[src/rtl/dwa_pkg.sv]
package dwa_pkg;

    localparam int BUS_W   = 32;
    localparam int LANES   = BUS_W / 8;
    localparam int LANE_AW = $clog2(LANES);

    typedef enum logic [1:0] {
        SZ_BYTE = 2'b00,
        SZ_HALF = 2'b01,
        SZ_WORD = 2'b10,
        SZ_RSVD = 2'b11
    } size_e;

    typedef enum logic [1:0] {
        ST_IDLE  = 2'b00,
        ST_WRITE = 2'b01,
        ST_FAULT = 2'b10
    } state_e;

    // Lanes covered by an item of the given size, starting at lane 0
    function automatic logic [LANES-1:0] size_lanes(size_e s);
        unique case (s)
            SZ_BYTE: size_lanes = LANES'(4'b0001);
            SZ_HALF: size_lanes = LANES'(4'b0011);
            SZ_WORD: size_lanes = LANES'(4'b1111);
            default: size_lanes = '0;
        endcase
    endfunction

    // Lane offset of an item, aligned down to its own size
    function automatic logic [LANE_AW-1:0] lane_base(size_e s, logic [LANE_AW-1:0] a);
        unique case (s)
            SZ_BYTE: lane_base = a;
            SZ_HALF: lane_base = {a[LANE_AW-1:1], 1'b0};
            default: lane_base = '0;
        endcase
    endfunction

    // Expand a lane mask to a bit mask
    function automatic logic [BUS_W-1:0] lane_bits(logic [LANES-1:0] m);
        for (int i = 0; i < LANES; i++) lane_bits[8*i +: 8] = {8{m[i]}};
    endfunction

endpackage

[src/rtl/dwa_extract.sv]
module dwa_extract
    import dwa_pkg::*;
(
    input  logic [BUS_W-1:0]   rd_data,
    input  size_e              src_size,
    input  logic               src_periph,
    input  logic [LANE_AW-1:0] src_lane,
    output logic [BUS_W-1:0]   item
);
    logic [LANE_AW-1:0] base;
    logic [BUS_W-1:0]   shifted;

    always_comb begin
        base    = src_periph ? '0 : lane_base(src_size, src_lane);
        shifted = rd_data >> {base, 3'b000};
        item    = shifted & lane_bits(size_lanes(src_size));
    end
endmodule

[src/rtl/dwa_pack.sv]
module dwa_pack
    import dwa_pkg::*;
(
    input  logic [BUS_W-1:0]   item,
    input  size_e              dst_size,
    input  logic               dst_periph,
    input  logic [LANE_AW-1:0] dst_lane,
    output logic [BUS_W-1:0]   data,
    output logic [LANES-1:0]   strb
);
    logic [BUS_W-1:0]   fitted;
    logic [LANE_AW-1:0] base;

    always_comb begin
        fitted = item & lane_bits(size_lanes(dst_size));
        base   = lane_base(dst_size, dst_lane);
        if (dst_periph) begin
            strb = '1;
            unique case (dst_size)
                SZ_BYTE: data = {LANES{fitted[7:0]}};
                SZ_HALF: data = {(LANES/2){fitted[15:0]}};
                default: data = fitted;
            endcase
        end else begin
            data = fitted << {base, 3'b000};
            strb = size_lanes(dst_size) << base;
        end
    end
endmodule

[src/rtl/dwa_align_unit.sv]
module dwa_align_unit
    import dwa_pkg::*;
(
    input  logic        clk,
    input  logic        rst_n,
    input  logic        in_valid,
    input  logic [31:0] rd_data,
    input  logic [1:0]  src_size,
    input  logic [1:0]  dst_size,
    input  logic        src_periph,
    input  logic        dst_periph,
    input  logic [1:0]  src_lane,
    input  logic [1:0]  dst_lane,
    output logic        wr_valid,
    output logic [31:0] wr_data,
    output logic [3:0]  wr_strb,
    output logic        cfg_err
);
    state_e           state, next_state;
    logic [BUS_W-1:0] item, pk_data, data_q;
    logic [LANES-1:0] pk_strb, strb_q;
    logic             bad_cfg;

    assign bad_cfg = (size_e'(src_size) == SZ_RSVD) || (size_e'(dst_size) == SZ_RSVD);

    dwa_extract u_extract (
        .rd_data    (rd_data),
        .src_size   (size_e'(src_size)),
        .src_periph (src_periph),
        .src_lane   (src_lane),
        .item       (item)
    );

    dwa_pack u_pack (
        .item       (item),
        .dst_size   (size_e'(dst_size)),
        .dst_periph (dst_periph),
        .dst_lane   (dst_lane),
        .data       (pk_data),
        .strb       (pk_strb)
    );

    // Next-state rule, identical from every state
    always_comb begin
        next_state = ST_IDLE;
        unique case (state)
            ST_IDLE, ST_WRITE, ST_FAULT: begin
                if (in_valid) next_state = bad_cfg ? ST_FAULT : ST_WRITE;
            end
            default: next_state = ST_IDLE;
        endcase
    end

    // State register
    always_ff @(posedge clk or negedge rst_n) begin
        if (!rst_n) state <= ST_IDLE;
        else        state <= next_state;
    end

    // Result register
    always_ff @(posedge clk or negedge rst_n) begin
        if (!rst_n) begin
            data_q <= '0;
            strb_q <= '0;
        end else if (in_valid && !bad_cfg) begin
            data_q <= pk_data;
            strb_q <= pk_strb;
        end
    end

    // Outputs per state
    always_comb begin
        wr_valid = 1'b0;
        cfg_err  = 1'b0;
        wr_strb  = '0;
        unique case (state)
            ST_IDLE:  ;
            ST_WRITE: begin
                wr_valid = 1'b1;
                wr_strb  = strb_q;
            end
            ST_FAULT: cfg_err = 1'b1;
            default:  ;
        endcase
    end

    assign wr_data = data_q;

endmodule

[config.mk]
export PLATFORM = sky130hd
export DESIGN_NAME = dwa_align_unit
export DESIGN_NICKNAME = d
export VERILOG_FILES = /design/src/rtl/dwa_pkg.sv /design/src/rtl/dwa_extract.sv /design/src/rtl/dwa_pack.sv /design/src/rtl/dwa_align_unit.sv
export SDC_FILE = /design/constraint.sdc
export NUM_CORES = 1
export LEC_CHECK = 0
export BUFFER_PORTS_ARGS = -buffer_cell sky130_fd_sc_hd__buf_2
export CAP_MARGIN = 20
export CELL_PAD_IN_SITES_DETAIL_PLACEMENT = 0
export CELL_PAD_IN_SITES_GLOBAL_PLACEMENT = 1
export CORE_ASPECT_RATIO = 1.25
export CORE_MARGIN = 2
export CORE_UTILIZATION = 40
export DETAILED_ROUTE_END_ITERATION = 16
export PLACE_DENSITY_LB_ADDON = 0.1
export SLEW_MARGIN = 15
export SYNTH_ARGS = -nofsm -noshare
export SYNTH_HDL_FRONTEND = slang
export SYNTH_SLANG_ARGS = --single-unit
[constraint.sdc]
create_clock -name clk -period 1 [get_ports clk]
set_clock_uncertainty 0.1 [all_clocks]
set_input_delay 0.2 -clock clk [delete_from_list [all_inputs] [get_ports clk]]
set_output_delay 0.2 -clock clk [all_outputs]
set_load 0.01 [all_outputs]
==> impl_metrics.toml, run 1 <==
[sta]
fin_crit_ps = 1720
slew_headroom = 0.712
fin_ws_ps = -725
drv_slew = 0
max_freq_mhz = 580
whs_ps = 215
setup_violations = 74
rsz0062_at_grt = "true"
finalCritPeriodShare = 1.72
worst_pin_slew_ps = 422
hold_violations = 0

[clock_tree]
clk_pin_slew_ps = 80
clockBufferDepth = 2
numCtsBuffers = 5
cts_tree = "done"
clock_latency_ps = 280
cts.sinks = 38
htreeDepth = 2
root_buffer = "clkbuf_8"

[synthesis]
ys_async_sr_fraction = 1.00
synth_top_flop_cell = "dfrtp_1"
postSynthAreaPerCell_sq_um = 8.66
yosysSeqAreaShare = 0.293
yosysTopAreaCell = "dfrtp_1"
syn_inst = 374
synth_nets = 427
yosysTopAreaCellShare = 0.293
ys_seq_elements = 38
synthTopCellsByArea = "dfrtp_1 29%, mux2i_1 5.6%, nand2_1 4.1%"
synth.distinct_cells = 65
synth_edf_count = 0
yosys_warnings = 0
syn_area_sq_um = 3240

[floorplanning]
placementRows = 36
start_util = 0.413
die_w_um = 84.5
core_sq_um = 7840
die_area_sq_um = 8840
fp.dieH_um = 105
top_level_ports = 83

[place]
post-place-ws_ps = -1180
place_congestion = 0.889
io_buffers = 82
dp_hpwl_um = 10100

[cells_and_area]
utilization = 0.844
antennaDiodeCount = 0
drive_gt1_frac = 0.662
final_cell_mix = "137 x buf_4, 73 x buf_2, 40 x buf_6"
syn_to_final_growth_pct = 104
final_common_cell = "buf_4"
nNetsFinal = 679
fillers = 434

[route]
drt_iter0_drc = 354
via_count = 4371
post-route-drc-count = 0
ant_nets = 0
firstDrtPassIters = 6
wl_per_cell_um = 20.6
routed_via_density = 6.05
routed_wl_um = 14900

[global_route]
grt_max_degree = 25
grt_use_met1 = 0.395
grt_pass1_wl_um = 21900
use_met2 = 0.531
busiest_layer = "met2"
grtUsageTotal = 0.308
met3_usage = 0.0292
gr-total-overflow = 0
grt_pass1_vias = 4230
antenna_found_initial = 0

[worst_setup_path]
startpoint_type = "primary input"
reg2reg_depth = 3
critPathMaxFanout = 6
arrival_ps = 1800
critical_path_required_ps = 1070
critPathCaptureType = "flip-flop"
path_class = "primary input to flip-flop"

[outcome]
status = "complete, but fails checks"
violations = "negative setup slack"

[pwr]
peakVddDrop_v = 0.00188
p_per_area_nw_per_um2 = 984
leakage_nw = 3.02

[job]
maxCapViolations = 0

[hold_path]
hold_class = "primary input to asynchronous set/reset pin"
-- synthesized netlist by cell type (3+ instances only) --
cell / instances
a211oi_1: 7
a21o_1: 7
a21oi_1: 13
a221oi_1: 7
a221oi_2: 4
a222oi_1: 10
a22o_1: 9
a22oi_1: 9
a31oi_1: 3
a32oi_1: 3
a41o_1: 6
and2_1: 8
and3_1: 3
buf_2: 11
buf_6: 3
clkbuf_1: 6
dfrtp_1: 38
ha_1: 8
inv_1: 19
mux2i_1: 18
nand2_1: 35
nand2b_1: 6
nand3_1: 17
nor2_1: 22
nor2b_1: 5
nor3_1: 8
nor3b_1: 7
nor4_1: 6
o211ai_1: 4
o21ai_0: 13
o21ai_1: 4
o22ai_1: 7
o2bb2ai_1: 7
-- registers in the layout, summed over array words and instances, names as in the netlist --
name and flops:
wr_data 32, strb_q 4, state 2
-- through the flow --
step	power [mW]	cell area, sq um	cells	TNS (ps)
finish	6.51	6620	722	-27700
global placement	4.04	5100	664	-36080
global route	6.76	6620	722	-30530
floorplan	3.00	3700	374	-21120
detailed placement	4.09	5100	664	-37280
CTS	6.21	6260	712	-26760
-- per-layer routing --
metal  part of all wire  wire (um)
met5                  0          0
met4              0.040        601
met3              0.071       1060
met2               0.50       7500
met1               0.38       5740
-- cell type report --
| class | count | area (sq um) | area share |
|---|---|---|---|
| inverter | 19 | 106 | 0.0161 |
| sequential | 38 | 951 | 0.144 |
| tap | 95 | 119 | 0.0180 |
| clock inverter | 3 | 68.8 | 0.0104 |
| timing repair buffer | 268 | 2190 | 0.331 |
| multi-input combinational | 294 | 3110 | 0.471 |
| clock buffer | 5 | 68.8 | 0.0104 |
-- kinds of logic after synthesis --
family / after synthesis / share of synthesized area
buffers and inverters: 42 / 0.0622
AND/OR/NAND/NOR: 134 / 0.226
flip-flops: 38 / 0.293
AO/OA/AOI/OAI: 133 / 0.329
multiplexers: 18 / 0.0556
XOR/XNOR: 1 / 0.00270
adder cells (fa/ha/maj): 8 / 0.0309
-- where the power goes --
| group | total, mW | leakage (nW) | switching (mW) | internal (mW) |
|---|---|---|---|---|
| Combinational | 3.04 | 2.48 | 1.46 | 1.58 |
| Clock | 1.57 | 0.0683 | 0.567 | 1.00 |
| Sequential | 1.90 | 0.478 | 0.140 | 1.76 |
| Total | 6.51 | 3.02 | 2.17 | 4.34 |
-- critical path, stage by stage --
cell,delay (ps)
buf_12,90
inv_12,30
ha_4,170
or2_4,260
buf_6,140
a221oi_4,310
buf_6,170
nor2_4,50
a221oi_4,270
o21ai_1,90
-- path summary, 6_finish.rpt --
| kind | from | end | slack [ps] |
|---|---|---|---|
| min reg2reg | wr_data[23] | wr_data[23] | 390 |
| min | rst_n | state[0] | 210 |
| max | src_size[1] | wr_data[22] | -720 |
| min in group clk | in_valid | state[0] | 240 |
| max in group asynchronous | rst_n | wr_data[20] | 170 |
| max reg2reg | wr_data[8] | wr_data[8] | -100 |
-- timing repair --
action / CTS / global route
resized for setup: 133 / 50
setup endpoints to repair: 75 / 75
hold buffers: 1 / 0
setup buffers: 39 / 10
hold endpoints to repair: 38 / 0
pin swaps: 60 / 34
cloned: 1 / 0
(Power assumes the default switching activity.)
==> inputs of run 2 (changes only) <==
--- a/config.mk
+++ b/config.mk
@@ -11,9 +11,11 @@
 export CELL_PAD_IN_SITES_GLOBAL_PLACEMENT = 1
 export CORE_ASPECT_RATIO = 1.25
 export CORE_MARGIN = 2
-export CORE_UTILIZATION = 40
+export CORE_UTILIZATION = 36
 export DETAILED_ROUTE_END_ITERATION = 16
+export HOLD_SLACK_MARGIN = 0.02
 export PLACE_DENSITY_LB_ADDON = 0.1
+export SKIP_CTS_REPAIR_TIMING = 1
 export SLEW_MARGIN = 15
 export SYNTH_ARGS = -nofsm -noshare
 export SYNTH_HDL_FRONTEND = slang
==> constraint.sdc (replaced) <==
create_clock -name clk -period 1.46 [get_ports clk]
set_clock_uncertainty 0.1 [all_clocks]
set_input_delay 0.292 -clock clk [delete_from_list [all_inputs] [get_ports clk]]
set_output_delay 0.292 -clock clk [all_outputs]
set_load 0.01 [all_outputs]
==> run 2 against run 1 <==
Against the previous run:
- the run still ends with negative setup slack left
- design area decreased by 12%
- die area increased by 11%
- critical path type unchanged
- sequential share of layout area increased by 2.0 points
- clock power decreased by 52%
- largest power group unchanged
- largest cell class unchanged
- non-clock buffer count decreased by 47
- hold slack improved by 110 ps
==> impl_metrics.toml, run 2 (same netlist as run 1, synthesis figures left out) <==
[sta]
fin_tns_setup_ps = -7460
slew_headroom = 0.683
setup_violations = 37
worst_pin_slew_ps = 475
max_freq_mhz = 553
fin_ws_ps = -348
rsz0062_at_grt = "true"
fin_crit_ps = 1810
drv_slew = 0
finalCritPeriodShare = 1.24
hold_violations = 0
whs_ps = 321

[route]
drt_iter0_drc = 250
firstDrtPassIters = 5
routed_wl_um = 12900
ant_nets = 0
via_count = 3886
routed_via_density = 5.54
post-route-drc-count = 0
wl_per_cell_um = 18.4

[cells_and_area]
fillers = 744
antennaDiodeCount = 0
final_common_cell = "buf_4"
regArea_sq_um = 951
syn_to_final_growth_pct = 79.3
utilization = 0.668
final_cell_mix = "111 x buf_4, 76 x buf_2, 38 x dfrtp_1"
largest_register_ffs = 32
nNetsFinal = 633
drive_gt1_frac = 0.587
multiInputGateArea_sq_um = 2780

[pwr]
peakVddDrop_v = 0.000315
leakage_nw = 2.67
p_per_area_nw_per_um2 = 642

[global_route]
grt_pass1_wl_um = 18700
antenna_found_initial = 0
grt_max_degree = 39
gr-total-overflow = 0
grt_pass1_vias = 3560
grtUsageTotal = 0.250

[hold_path]
hold_class = "primary input to flip-flop"
holdCritStartpoint = "rd_data[5]"

[outcome]
violations = "negative setup slack"
status = "complete, but fails checks"

[floorplanning]
core_sq_um = 8700
placementRows = 38
start_util = 0.372
top_level_ports = 83
die_area_sq_um = 9780
die_w_um = 88.9
fp.dieH_um = 110

[place]
place_congestion = 0.884
dp_hpwl_um = 10000
io_buffers = 82

[worst_setup_path]
r2r-end = "wr_data[8]"
reg2reg_depth = 2
critPathCaptureType = "flip-flop"
critical_path_required_ps = 1530
path_class = "primary input to flip-flop"
critPathMaxFanout = 6
startpoint_type = "primary input"
arrival_ps = 1880
crit_start = "src_size[0]"
crit_path_end = "wr_data[8]"
r2r_slack_ps = 430
r2r_start = "wr_data[8]"

[clock_tree]
clock_latency_ps = 280
root_buffer = "clkbuf_8"
htreeDepth = 2
clk_pin_slew_ps = 80
clockBufferDepth = 2
cts_tree = "done"
numCtsBuffers = 5
cts.sinks = 38

[job]
maxCapViolations = 0
[run 2: power by group]
group / switching [mW] / total (mW) / internal (mW) / leakage (nW)
combinational: 0.837 / 1.68 / 0.843 / 2.14
clock: 0.375 / 0.754 / 0.380 / 0.0472
sequential: 0.0884 / 1.30 / 1.21 / 0.478
total: 1.30 / 3.73 / 2.43 / 2.67
[run 2: worst max-delay path, cell delays in order]
cell	delay (ps)
buf_12	110
inv_8	50
ha_4	180
nand3b_4	160
buf_12	180
mux2i_4	190
a22oi_2	140
buf_4	160
a222oi_1	340
inv_1	70
[run 2: area by class of cell]
cell class | count | area share
multi-input cells | 295 | 0.478
repair buffers | 221 | 0.297
flip-flops and latches | 38 | 0.164
well taps | 120 | 0.0258
inverters | 19 | 0.0183
clock buffers | 6 | 0.0142
clock inverters | 2 | 0.00215
[run 2: per-layer routing]
metal,wire length [um],vias to the layer above,part of all wire,track usage
li1,-,1878,-,-
met1,5750,1862,0.45,0.346
met2,6400,129,0.50,0.412
met3,496,17,0.038,0.0171
met4,254,0,0.020,0.0790
met5,0,-,0,0
[run 2: worst min-delay path by stage]
stage / to / cells after the start / slack [ps]
5_1_grt: wr_data[24] / 5 / 340
6_report: wr_data[29] / 5 / 320
4_1_cts: wr_data[20] / 2 / -50
2_1_floorplan: state[0] / 0 / -100
3_3_place_gp: state[1] / 2 / 260
3_5_place_dp: state[1] / 2 / 270
[run 2: stage by stage]
| stage | setup slack, ps | power, mW | instances | area (sq um) |
|---|---|---|---|---|
| CTS | -525 | 3.50 | 676 | 5040 |
| floorplan | -361 | 2.03 | 374 | 3660 |
| detailed placement | -830 | 2.74 | 668 | 4950 |
| global placement | -816 | 2.71 | 668 | 4950 |
| global route | -400 | 3.95 | 701 | 5810 |
| finish | -348 | 3.73 | 701 | 5810 |
==> inputs of run 3 (changes only) <==
--- a/config.mk
+++ b/config.mk
@@ -11,8 +11,9 @@
 export CELL_PAD_IN_SITES_GLOBAL_PLACEMENT = 1
 export CORE_ASPECT_RATIO = 1.25
 export CORE_MARGIN = 2
-export CORE_UTILIZATION = 36
+export CORE_UTILIZATION = 43
 export DETAILED_ROUTE_END_ITERATION = 16
+export GPL_TIMING_DRIVEN = 0
 export HOLD_SLACK_MARGIN = 0.02
 export PLACE_DENSITY_LB_ADDON = 0.1
 export SKIP_CTS_REPAIR_TIMING = 1
==> constraint.sdc (replaced) <==
create_clock -name clk -period 2.3 [get_ports clk]
set_clock_uncertainty 0.1 [all_clocks]
set_input_delay 0.46 -clock clk [delete_from_list [all_inputs] [get_ports clk]]
set_output_delay 0.46 -clock clk [all_outputs]
set_load 0.01 [all_outputs]
==> run 3 against run 2 <==
Against the previous run:
- the flow now finishes without violations
- largest power group is now sequential cells
- power is 46% lower
- wire length is 16% lower
- clock power is 37% lower
- design area is 30% lower
- via count is 12% lower
- critical endpoint is now wr_data[31]
- highest routed layer unchanged
- flip-flop and latch count stayed put
- critical path depth is 1 lower
- register-to-register slack better by 850 ps
- global-route usage is 1.5 points higher
- sequential share of layout area is 7.1 points higher
- clock-buffer cell count stayed put
==> impl_metrics.toml, run 3 (same netlist as run 1, synthesis figures left out) <==
[global_route]
grtUsageTotal = 0.265
grt_pass1_wl_um = 16900
antenna_found_initial = 0
grt_pass1_vias = 3216
gr-total-overflow = 0
grt_max_degree = 39

[cells_and_area]
drive_gt1_frac = 0.321
final_cell_mix = "92 x buf_2, 38 x dfrtp_1, 32 x nand2_1"
fin_cells = 559
utilization = 0.550
antennaDiodeCount = 0
nNetsFinal = 519
syn_to_final_growth_pct = 24.9
final_common_cell = "buf_2"
fillers = 744
largest_register_ffs = 32

[route]
wl_per_cell_um = 19.5
routed_via_density = 6.12
post-route-drc-count = 0
firstDrtPassIters = 5
via_count = 3422
routed_wl_um = 10900
drt_iter0_drc = 204
ant_nets = 0

[sta]
slew_headroom = 0.439
fin_crit_ps = 2230
max_freq_mhz = 448
whs_ps = 180
finalCritPeriodShare = 0.971
fin_tns_setup_ps = 0
drv_slew = 0
rsz0062_at_grt = "true"
worst_pin_slew_ps = 841
hold_violations = 0
setup_violations = 0

[worst_setup_path]
arrival_ps = 2330
path_cells = "buf_2, inv_1, ha_2, clkbuf_4, nand2_1, nor3_1, nand4_1, a31o_1, a221oi_2"
critPathCaptureType = "flip-flop"
cp_slowest_cell = "nor3_1"
critical_path_required_ps = 2400
cpPeakStageDelay_ps = 290
startpoint_type = "primary input"
critPathMaxFanout = 10
path_class = "primary input to flip-flop"

[pwr]
power_frac_comb = 0.353
p_per_area_nw_per_um2 = 495
leakage_nw = 1.93
power_frac_seq = 0.409
peakVddDrop_v = 0.000358
p_int_mw = 1.30
p_sw_frac = 0.354
p_switching_mw = 0.710
finalPower_mw = 2.01
pwr-share-clk = 0.237

[floorplanning]
top_level_ports = 83
placementRows = 35
die_w_um = 81.6
start_util = 0.440
fp.dieH_um = 101
die_area_sq_um = 8250
core_sq_um = 7360

[place]
io_buffers = 82
place_congestion = 0.950
dp_hpwl_um = 8720
place_inst = 548

[clock_tree]
clockBufferDepth = 2
clock_latency_ps = 280
cts.sinks = 38
cts_tree = "done"
clk_pin_slew_ps = 80
htreeDepth = 2
numCtsBuffers = 5
root_buffer = "clkbuf_8"

[job]
maxCapViolations = 0

[outcome]
status = "finished clean"

[hold_path]
hold_class = "primary input to asynchronous set/reset pin"
[run 3: cell count changes in the layout (fill, tap and decap cells not counted), moves of 6 or more]
cell / change
buf_12: -9
buf_2: +16
mux2i_1: +10
buf_4: -106
buf_6: -16
ha_4: -6
mux2i_2: -6
[run 3: path summary, 6_finish.rpt]
kind / start / end / slack, ps / cells after the start
max in group asynchronous: rst_n / wr_data[22] / 1400 / 1
max reg2reg: wr_data[16] / wr_data[16] / 1280 / 2
min reg2reg: strb_q[0] / strb_q[0] / 380 / 1
max: dst_size[0] / wr_data[31] / 70 / 9
min: rst_n / wr_data[23] / 180 / 1
min in group clk: strb_q[0] / strb_q[0] / 380 / 1
[run 3: cell type report]
cell class	count	area, sq um	share of cell area
Tap cell	92	115	0.0284
Clock inverter	2	12.5	0.00309
Inverter	19	71.3	0.0176
Multi-Input combinational cell	294	2230	0.551
Clock buffer	6	82.6	0.0204
Buffer	22	133	0.0328
Sequential cell	38	951	0.235
Timing Repair Buffer	86	453	0.112
[run 3: layer usage]
layer  global-route usage  wire length, um  vias to the layer above
met3               0.0224              643                       14
met5                    0                0                        -
met1                0.373             4920                     1633
met4               0.0795              192                        0
li1                     -                -                     1635
met2                0.429             5120                      140
[run 3: power groups by stage]
| stage | sequential [mW] | clock (mW) | combinational (mW) |
|---|---|---|---|
| 2_1_floorplan | 0.868 | 0 | 0.353 |
| 3_3_place_gp | 0.830 | 0 | 0.659 |
| 3_5_place_dp | 0.835 | 0 | 0.666 |
| 4_1_cts | 0.821 | 0.484 | 0.669 |
| 5_1_grt | 0.832 | 0.513 | 0.780 |
| 6_report | 0.821 | 0.476 | 0.709 |
[run 3: worst max-delay path: cells and delay by family]
kind / cells / cell delay (ps)
compound gates: 2 / 530
buf+inv: 3 / 430
simple gates: 3 / 650
fa+ha+maj: 1 / 260
[run 3: stage by stage]
stage / cell area (sq um) / worst slack, ps
floorplan: 3240 / 169
global placement: 3770 / -475
detailed placement: 3770 / -478
CTS: 3860 / -184
global route: 4050 / -67.1
finish: 4050 / 66.8
